===== src/rtl/mrx_pkg.sv =====
package mrx_pkg;

    typedef enum logic [1:0] {
        ST_OFF,
        ST_HUNT,
        ST_TRACK
    } mrx_state_e;

endpackage


===== src/rtl/mrx_edge.sv =====
module mrx_edge #(
    parameter int SYNC_N = 2
) (
    input  logic clk,
    input  logic rst_n,
    input  logic line_raw,
    output logic rise,
    output logic fall
);

    logic [SYNC_N-1:0] sync_q;
    logic              prev_q;

    // Inversion happens at the synchronizer input; idle raw high reads as decoded low.
    always_ff @(posedge clk or negedge rst_n) begin
        if (!rst_n) begin
            sync_q <= '0;
            prev_q <= 1'b0;
        end else begin
            sync_q <= {sync_q[SYNC_N-2:0], ~line_raw};
            prev_q <= sync_q[SYNC_N-1];
        end
    end

    assign rise = sync_q[SYNC_N-1] & ~prev_q;
    assign fall = ~sync_q[SYNC_N-1] & prev_q;

endmodule


===== src/rtl/mrx_timer.sv =====
module mrx_timer #(
    parameter int BIT_CYC = 128,
    parameter int TOL     = 16
) (
    input  logic clk,
    input  logic rst_n,
    input  logic clear,
    input  logic load,
    input  logic run,
    output logic in_win,
    output logic expired
);

    localparam int            HI_I = BIT_CYC + TOL;
    localparam int            LO_I = BIT_CYC - TOL;
    localparam int            CW   = $clog2(HI_I + 1);
    localparam logic [CW-1:0] HI_C = CW'(HI_I);
    localparam logic [CW-1:0] LO_C = CW'(LO_I);

    logic [CW-1:0] cnt_q;

    // cnt_q holds the number of clock edges since the last accepted edge.
    always_ff @(posedge clk or negedge rst_n) begin
        if (!rst_n) begin
            cnt_q <= '0;
        end else if (clear) begin
            cnt_q <= '0;
        end else if (load) begin
            cnt_q <= CW'(1);
        end else if (run && (cnt_q != HI_C)) begin
            cnt_q <= cnt_q + CW'(1);
        end
    end

    assign in_win  = (cnt_q >= LO_C) && (cnt_q <= HI_C);
    assign expired = (cnt_q >= HI_C);

endmodule


===== src/rtl/mrx_shift.sv =====
module mrx_shift #(
    parameter int W = 8
) (
    input  logic         clk,
    input  logic         rst_n,
    input  logic         clear,
    input  logic         shift_en,
    input  logic         bit_in,
    output logic [W-1:0] word_next,
    output logic         last
);

    localparam int CNTW = $clog2(W);

    logic [W-1:0]    bits_q;
    logic [CNTW-1:0] cnt_q;

    assign word_next = {bits_q[W-2:0], bit_in};
    assign last      = (cnt_q == CNTW'(W - 1));

    always_ff @(posedge clk or negedge rst_n) begin
        if (!rst_n) begin
            bits_q <= '0;
            cnt_q  <= '0;
        end else if (clear) begin
            bits_q <= '0;
            cnt_q  <= '0;
        end else if (shift_en) begin
            bits_q <= word_next;
            cnt_q  <= last ? '0 : cnt_q + CNTW'(1);
        end
    end

endmodule


===== src/rtl/manchester_rx.sv =====
module manchester_rx
    import mrx_pkg::*;
#(
    parameter int BIT_CYC = 128,
    parameter int TOL     = 16,
    parameter int BYTE_W  = 8,
    parameter int SYNC_N  = 2
) (
    input  logic              clk,
    input  logic              rst_n,
    input  logic              start_en,
    input  logic              line_raw,
    output logic [BYTE_W-1:0] byte_out,
    output logic              byte_valid,
    output logic              abort_flag
);

    mrx_state_e state_q, state_nxt;

    logic              rise, fall;
    logic              in_win, expired;
    logic              take_first, accept, timeout;
    logic              shift_en, bit_in, sh_clear, last;
    logic              tmr_clear;
    logic [BYTE_W-1:0] word_next;
    logic [BYTE_W-1:0] byte_q;
    logic              valid_q, abort_q;

    mrx_edge #(.SYNC_N(SYNC_N)) u_edge (
        .clk      (clk),
        .rst_n    (rst_n),
        .line_raw (line_raw),
        .rise     (rise),
        .fall     (fall)
    );

    // Decision signals for the current cycle.
    always_comb begin
        take_first = (state_q == ST_HUNT) && start_en && rise;
        accept     = (state_q == ST_TRACK) && start_en && (rise || fall) && in_win;
        timeout    = (state_q == ST_TRACK) && start_en && expired && !accept;
        shift_en   = take_first || accept;
        bit_in     = accept && fall;
        sh_clear   = !start_en || timeout;
    end

    // Next-state logic.
    always_comb begin
        state_nxt = state_q;
        unique case (state_q)
            ST_OFF: begin
                if (start_en) state_nxt = ST_HUNT;
            end
            ST_HUNT: begin
                if (!start_en)   state_nxt = ST_OFF;
                else if (rise)   state_nxt = ST_TRACK;
            end
            ST_TRACK: begin
                if (!start_en)    state_nxt = ST_OFF;
                else if (timeout) state_nxt = ST_HUNT;
            end
            default: state_nxt = ST_OFF;
        endcase
    end

    assign tmr_clear = (state_nxt != ST_TRACK);

    mrx_timer #(.BIT_CYC(BIT_CYC), .TOL(TOL)) u_timer (
        .clk     (clk),
        .rst_n   (rst_n),
        .clear   (tmr_clear),
        .load    (shift_en),
        .run     (state_q == ST_TRACK),
        .in_win  (in_win),
        .expired (expired)
    );

    mrx_shift #(.W(BYTE_W)) u_shift (
        .clk       (clk),
        .rst_n     (rst_n),
        .clear     (sh_clear),
        .shift_en  (shift_en),
        .bit_in    (bit_in),
        .word_next (word_next),
        .last      (last)
    );

    // State register.
    always_ff @(posedge clk or negedge rst_n) begin
        if (!rst_n) state_q <= ST_OFF;
        else        state_q <= state_nxt;
    end

    // Output registers.
    always_ff @(posedge clk or negedge rst_n) begin
        if (!rst_n) begin
            byte_q  <= '0;
            valid_q <= 1'b0;
            abort_q <= 1'b0;
        end else begin
            valid_q <= shift_en && last;
            if (shift_en && last) byte_q <= word_next;
            if (!start_en)     abort_q <= 1'b0;
            else if (timeout)  abort_q <= 1'b1;
        end
    end

    assign byte_out   = byte_q;
    assign byte_valid = valid_q;
    assign abort_flag = abort_q;

endmodule


===== config.mk =====
export PLATFORM = sky130hd
export DESIGN_NAME = manchester_rx
export DESIGN_NICKNAME = d
export VERILOG_FILES = /design/src/rtl/mrx_pkg.sv /design/src/rtl/mrx_edge.sv /design/src/rtl/mrx_timer.sv /design/src/rtl/mrx_shift.sv /design/src/rtl/manchester_rx.sv
export SDC_FILE = /design/constraint.sdc
export NUM_CORES = 1
export LEC_CHECK = 0
export CAP_MARGIN = 5
export CORE_MARGIN = 1.5
export CORE_UTILIZATION = 30
export CTS_CLUSTER_SIZE = 20
export DETAILED_ROUTE_END_ITERATION = 6
export PLACE_DENSITY = 0.57
export SKIP_LAST_GASP = 1
export SYNTH_ARGS = -nofsm -noshare
export SYNTH_HDL_FRONTEND = slang
export SYNTH_SLANG_ARGS = --single-unit

===== constraint.sdc =====
create_clock -name clk -period 2.2 [get_ports clk]
set_input_delay 0.66 -clock clk [delete_from_list [all_inputs] [get_ports clk]]
set_output_delay 0.66 -clock clk [all_outputs]
set_load 0.05 [all_outputs]

# ---- Word level (Yosys, flattened, before mapping)
# Index checks and enable logic that the tools add are counted.
dict set report word_totals {
  register_bits 33
  word_cells 60
  out_inout_bits 10
}
dict set report op_classes {
  n_lt_le_gt_ge 3
  n_eq_ne 6
  n_reduce_logical 19
  n_mux 16
  bitwise 5
  n_addsub 2
}
# operator count
set ops {}
lappend ops {{two-way mux 8 bit} 3}
lappend ops {{two-way mux 7 bit} 2}
lappend ops {{logical AND 1 bit} 11}
lappend ops {{two-way mux 2 bit} 5}
lappend ops {{two-way mux 3 bit} 3}
lappend ops {{adder 8 x 1 -> 8 bit (second input constant)} 1}
lappend ops {{greater-or-equal comparator 8 x 7 -> 1 bit (second input constant)} 1}
lappend ops {{greater-or-equal comparator 8 bit (second input constant)} 1}
lappend ops {{less-or-equal comparator 8 bit (second input constant)} 1}
lappend ops {{!= test 8 bit (second input constant)} 1}
lappend ops {{one-hot mux 2 bit (3 select lines)} 1}
lappend ops {{adder 3 x 1 -> 3 bit (second input constant)} 1}
lappend ops {{equality test 3 bit (second input constant)} 1}
lappend ops {{logical OR 1 bit} 3}
lappend ops {{inverter 1 bit} 3}
lappend ops {{nonzero test 3 bit} 1}
lappend ops {{AND 1 bit} 2}
lappend ops {{equality test 2 x 1 -> 1 bit (second input constant)} 1}
lappend ops {{equality test 2 bit (second input constant)} 1}
lappend ops {{zero test 1 bit} 2}
lappend ops {{zero test 2 bit} 1}
lappend ops {{two-way mux 1 bit} 2}
lappend ops {{!= test 2 x 1 -> 1 bit (second input constant)} 1}
lappend ops {{!= test 2 bit (second input constant)} 1}
lappend ops {{nonzero test 2 bit} 1}

# ---- Longest topological paths before layout
# Gate-level depths: netlist (run 1).
dict set report logic_depth {
  ltp_word 12
  depth_mapped 8
  mapped_depth_nobuf 6
}

# ---- Modules after synthesis
# Synthesis (run 1) repeated with hierarchy kept, for this count alone.
dict set report hier_totals {
  cells_unflattened 144
  hier_area_um2 1579.0
}
# module cells_each n_inst seq_area_each_um2 area_each_um2
set modules_own_cells {}
lappend modules_own_cells {manchester_rx 45 1 300.3 540.5}
lappend modules_own_cells {mrx_timer 57 1 200.2 506.7}
lappend modules_own_cells {mrx_shift 36 1 250.2 437.9}
lappend modules_own_cells {mrx_edge 6 1 75.1 93.8}

# ---- Least setup slack after synthesis (run 1)
# Ideal clock, no wire load.
dict set report synth_path {
  path_kind {input -> register}
  startpoint {input start_en}
  endpoint {register u_timer.cnt_q[1]}
  t_required_ns 2.051
  arrival_ns 1.900
  n_path_buf 3
  setup_ns 0.149
  path_stages 6
  slack_ns 0.151
  cell_sequence {clkbuf_1 -> or4b_1 -> buf_2 -> o21ai_4 -> buf_6 -> nor3_1}
}
dict set report synth_via {
  elab_chain_cells 10
  word_cells_on_any_way 18
}
# item line_no
set synth_rtl {}
lappend synth_rtl {{from (decl)} manchester_rx.sv:11} ;# input logic start_en,
lappend synth_rtl {{logical AND 1 bit} {manchester_rx.sv:40, manchester_rx.sv:41}}
lappend synth_rtl {{logical AND 1 bit (2 in a row)} manchester_rx.sv:40} ;# accept = (state_q == ST_TRACK) && start_en && (rise || fall) && in_win;
lappend synth_rtl {{zero test 1 bit} manchester_rx.sv:41} ;# timeout = (state_q == ST_TRACK) && start_en && expired && !accept;
lappend synth_rtl {{logical AND 1 bit} manchester_rx.sv:41}
lappend synth_rtl {{two-way mux 2 bit} manchester_rx.sv:60} ;# else if (timeout) state_nxt = ST_HUNT;
lappend synth_rtl {{two-way mux 2 bit} manchester_rx.sv:59} ;# if (!start_en) state_nxt = ST_OFF;
lappend synth_rtl {{one-hot mux 2 bit (3 select lines)} manchester_rx.sv:50} ;# unique case (state_q)
lappend synth_rtl {{!= test 2 bit} manchester_rx.sv:66} ;# assign tmr_clear = (state_nxt != ST_TRACK);
lappend synth_rtl {{nonzero test 3 bit (no source line) / two-way mux 8 bit (equally long branches)} --}
lappend synth_rtl {{to (signal assigned)} mrx_timer.sv:31} ;# cnt_q <= cnt_q + CW'(1);
lappend synth_rtl {{to (decl)} mrx_timer.sv:20} ;# logic [CW-1:0] cnt_q;
# Several ways; a longest one is shown, not always the timed one.
# A chain may end at the register's enable or synchronous reset.

# ---- Worst setup path in the final report (run 1)
dict set report layout_path {
  startpoint {register byte_q[2], in the netlist byte_out[2]}
  endpoint {output byte_out[2]}
}
# item line_no
set layout_rtl {}
lappend layout_rtl {{from (decl)} manchester_rx.sv:26} ;# logic [BYTE_W-1:0] byte_q;
lappend layout_rtl {{from (signal assigned)} manchester_rx.sv:102} ;# if (shift_en && last) byte_q <= word_next;
lappend layout_rtl {{to (decl)} manchester_rx.sv:13} ;# output logic [BYTE_W-1:0] byte_out,
# No word-level cell between the ends.

==> flow_summary.ini, run 1 <==
[status]
outcome = completed

[timing]
setup_slack_ns = 0.0659
hold_slack_ns = 0.354
final_max_slew_viol_count = 0
finalSetupViolations = 0
max_freq_ghz = 0.469
slew_headroom_pct = 64.1
final_min_period_over_clock_period_pct = 97.0
grt_setup_unrepaired = false
fin_skew_ns = 0.00387
fin_crit_ns = 2.13
hold_viol = 0
worst_pin_slew_ns = 0.539
tns_ns = 0

[die]
die_y_um = 78.4
io_pins = 14
start_util_pct = 31.0
die_w_um = 78.4
dieArea_sq_um = 6150
core_sq_um = 5510
rows = 27

[clocking]
clockBufferDepth = 2
clock-sinks = 33
path_clk_slew_ns = 0.06
root_buffer = clkbuf_8
cts_resized = 0
post_cts_buffers = 0
hold_buffers = 0
cts_max_level = 2
clk_latency_ns = 0.29
cts_buffers = 5
cts_tree = yes

[worst_setup_path]
critPathMaxFanout = 3
cp-end-kind = primary output
crit_chain = clkdlybuf4s50_1
worst_path_max_delay_cell = clkdlybuf4s50_1
arrival_ns = 1.47
r2r_setup_slack_ns = 0.14
max_stage_delay_ns = 0.81
path_buf_inv = 1
critPathKind = flip-flop to primary output
start_kind = flip-flop
cp.required_ns = 1.54
crit_family = buffers and inverters

[power_and_ir_drop]
power.total_uw = 1120
vdd_ir_drop_max_v = 0.000170
cellPowerDensity_nw_per_um2 = 536
p_leak_uw = 0.000901

[placement]
dp.cells = 250
place_congestion = 0.762
dp_hpwl_um = 2440
pre_cts_slack_ns = -0.221
numPortBuffers = 13

[drt]
first_iter_violations = 84
drtAntennaViolNets = 0
dr_total_vias = 1264
routed_via_density = 4.90
drt_wl_total_um = 3480
dr.pass1.iters = 4
wl_per_cell_um = 13.5
drc = 0

[yosys]
synth_ff_type = dfrtp_1
synth_largest_area_cell = dfrtp_1
synth_cell_types = 32
synth_area_leaders = dfrtp_1, o211ai_1, mux2i_1, ha_1, nand2b_1
syn_avg_cell_area_sq_um = 10.8
ys_seq_area_share_pct = 48.4
yosysWarningCount = 0
synth.top_cell.area_share_pct = 48.4
synth.most_common_cell = dfrtp_1
syn_area_sq_um = 1710
netlist_top_cells_count = dfrtp_1, o211ai_1, mux2i_1
synth-edff-count = 0
ys_seq_elements = 33
synthCells = 158
synth_nets = 168
async_flop_share_pct = 100

[global_route]
grt_pass1_vias = 1266
grt_first_pass_wirelength_um = 6250
antenna_found_initial = 0
gr-usage-all-layers_pct = 13.0
grt_overflow = 0
grt_max_degree = 34

[finish]
drive_gt1_share_pct = 14.5
fin_nets = 195
n_fill_cell = 558
area_delta_synth_final_pct = 22.4
final_cells = 258
antenna_cells = 0

[min_path]
hold_class = flip-flop to flip-flop

[flow_run]
maxCapViolCount = 0
-- cell usage in the layout, fill, tap and decap left out, types with 5 or more instances in the layout --
cell / n
mux2i_1: 10
o211ai_1: 25
nor3_1: 8
nand2_1: 9
inv_1: 9
clkdlybuf4s50_1: 12
nor2_1: 5
nand2b_1: 9
buf_4: 17
dfrtp_1: 33
clkbuf_8: 5
ha_1: 6
-- through the flow --
stage | util (%) | area, sq um
after floorplan | - | 1710
after global placement | 36.5 | 2010
after detailed placement | 36.5 | 2010
after CTS | 37.9 | 2090
after global routing | 37.9 | 2090
final | 37.9 | 2090
-- state kept, by name, summed over array words and instances (netlist names) --
name,flops
abort_flag,1
byte_out,8
byte_valid,1
state_q,2
u_edge.prev_q,1
u_edge.sync_q,2
u_shift.bits_q,7
u_shift.cnt_q,3
u_timer.cnt_q,8
-- layout make-up --
type                            instances  area (sq um)  share of cell area (%)
Sequential cell                        33           826                    39.5
Timing Repair Buffer                   30           268                    12.8
Inverter                                9          33.8                    1.62
Multi-Input combinational cell        106           791                    37.9
Tap cell                               72          90.1                    4.31
Clock buffer                            8          80.1                    3.83
-- worst paths after layout --
check,endpoint,cells past startpoint,start
max,byte_out[2],1,byte_out[2]
min,u_edge.sync_q[1],0,u_edge.sync_q[0]
max reg2reg,byte_out[5],7,u_edge.prev_q
min reg2reg,u_edge.sync_q[1],0,u_edge.sync_q[0]
max in group asynchronous,u_timer.cnt_q[2],2,rst_n
min in group asynchronous,u_timer.cnt_q[5],2,rst_n
-- power by group --
part	switching, uW	leakage (uW)	total (uW)	internal, uW
logic	37.9	0.000452	64.8	26.8
clock network	212	0.0000395	437	224
registers	5.14	0.000410	618	613
-- cell families after synthesis --
| family | synth area share, % |
|---|---|
| adder cells (fa/ha/maj) | 4.40 |
| AO/OA/AOI/OAI | 18.5 |
| XOR/XNOR | 3.59 |
| multiplexers | 5.87 |
| AND/OR/NAND/NOR | 14.0 |
| buffers and inverters | 5.28 |
| flip-flops | 48.4 |
-- per-layer routing --
layer	GRT usage [%]	vias up	wire, um
met5	0	-	0
met4	5.89	0	82
met3	3.49	6	154
met2	18.5	21	1470
met1	18.4	607	1770
li1	-	630	-
(Power assumes the default switching activity.)
==> run 2: changes to the inputs <==
Settings changed: CORE_MARGIN 1.5 to 8.
==> flow_summary.ini, run 2 (same netlist as run 1, synthesis figures left out) <==
[power_and_ir_drop]
cellPowerDensity_nw_per_um2 = 546
vdd_ir_drop_max_v = 0.000229
p_leak_uw = 0.000934

[placement]
placed_cell_area_sq_um = 2030
dp_hpwl_um = 2500
numPortBuffers = 13
place_congestion = 0.753
dp.cells = 250

[clocking]
cts_tree = yes
cts_max_level = 2
clk_latency_ns = 0.28
clockBufferDepth = 2
cts_buffers = 5
post_cts_buffers = 0
root_buffer = clkbuf_8
path_clk_slew_ns = 0.07
cts_resized = 0
hold_buffers = 0
clock-sinks = 33

[worst_setup_path]
cp.required_ns = 1.54
reg2reg_from = u_timer.cnt_q[0]
endpoint = byte_out[4]
critPathMaxFanout = 3
arrival_ns = 1.47
reg2reg_to = u_timer.cnt_q[4]
crit_start = byte_out[4]
max_stage_delay_ns = 0.81
crit_chain = clkdlybuf4s50_1
reg2regPathDepth = 8
worst_path_max_delay_cell = clkdlybuf4s50_1
path_buf_inv = 1
crit_family = buffers and inverters
start_kind = flip-flop
r2r_setup_slack_ns = 0.13
cp-end-kind = primary output
critPathKind = flip-flop to primary output
path_depth = 1

[global_route]
grt_pass1_vias = 1339
grt_max_degree = 34
grt_overflow = 0
antenna_found_initial = 0
gr-usage-all-layers_pct = 9.28
grt_first_pass_wirelength_um = 6450

[finish]
final_common_cell = dfrtp_1
area_delta_synth_final_pct = 26.6
final_cell_mix = dfrtp_1, o211ai_1, buf_4
final_area_sq_um = 2160
drive_gt1_share_pct = 20.9
final_cells = 259
fin_nets = 196
antenna_cells = 0

[timing]
hold_viol = 0
worst_pin_slew_ns = 0.555
max_freq_ghz = 0.469
slew_headroom_pct = 63.0
final_max_slew_viol_count = 0
fin_skew_ns = 0.0108
finalSetupViolations = 0
grt_setup_unrepaired = true
final_min_period_over_clock_period_pct = 96.9
fin_crit_ns = 2.13

[die]
start_util_pct = 31.0
dieArea_sq_um = 8360
rows = 27
core_sq_um = 5510
io_pins = 14
die_w_um = 91.4
die_y_um = 91.4

[drt]
drc = 0
wl_per_cell_um = 13.6
dr_total_vias = 1258
drt_wl_total_um = 3530
routed_via_density = 4.86
first_iter_violations = 59
drtAntennaViolNets = 0
dr.pass1.iters = 4

[min_path]
hold_class = flip-flop to flip-flop

[status]
outcome = completed

[flow_run]
maxCapViolCount = 0
[run 2: cell count changes in the layout (fill, tap and decap cells not counted), sizes merged]
cell	change
buf	+4
clkbuf	-1
clkdlybuf4s50	-3
clkinv	+1
[run 2: worst min-delay path by stage]
stage	start	depth (start not counted)	end
2_1_floorplan	u_edge.sync_q[0]	0	u_edge.sync_q[1]
3_3_place_gp	u_edge.sync_q[0]	0	u_edge.sync_q[1]
3_5_place_dp	u_edge.sync_q[0]	0	u_edge.sync_q[1]
4_1_cts	u_edge.sync_q[0]	0	u_edge.sync_q[1]
5_1_grt	u_edge.sync_q[0]	0	u_edge.sync_q[1]
6_report	u_edge.sync_q[0]	0	u_edge.sync_q[1]
[run 2: routing by layer]
| layer | GRT usage, % | share of wire (%) | vias to the layer above |
|---|---|---|---|
| met1 | 11.9 | 49 | 600 |
| met2 | 13.8 | 44 | 26 |
| met3 | 3.05 | 5.2 | 5 |
| met4 | 4.09 | 1.9 | 0 |
| li1 | - | - | 627 |
| met5 | 0 | 0 | - |
[run 2: area by class of cell]
cell class | instances | area (sq um)
fillers | 543 | 3350
flip-flops and latches | 33 | 826
multi-input cells | 106 | 816
repair buffers | 31 | 294
clock buffers | 7 | 96.3
well taps | 72 | 90.1
inverters | 9 | 33.8
clock inverters | 1 | 5.00
[run 2: worst register-to-register path: stages, from the launching register on]
cell	delay, ns
dfrtp_1	0.39
inv_1	0.09
ha_1	0.14
or4b_4	0.49
buf_4	0.16
o31ai_4	0.21
a31oi_2	0.15
buf_4	0.18
nor3_1	0.18
[run 2: where the power goes]
part	total, uW	leakage [uW]	switching (uW)	internal (uW)
combinational	67.5	0.000470	39.5	28.1
clock	493	0.0000542	211	283
sequential	618	0.000410	5.17	613
[run 2: through the flow]
step	TNS [ns]	total power, uW	setup WS (ns)	util [%]	hold WS (ns)
2_1_floorplan	0	660	0.151	-	0.331
3_3_place_gp	-4.40	695	-0.204	36.8	0.343
3_5_place_dp	-4.81	696	-0.232	36.8	0.341
4_1_cts	0	1200	0.0533	38.6	0.357
5_1_grt	-0.0258	1240	-0.0212	39.2	0.370
6_report	0	1180	0.0675	39.2	0.355
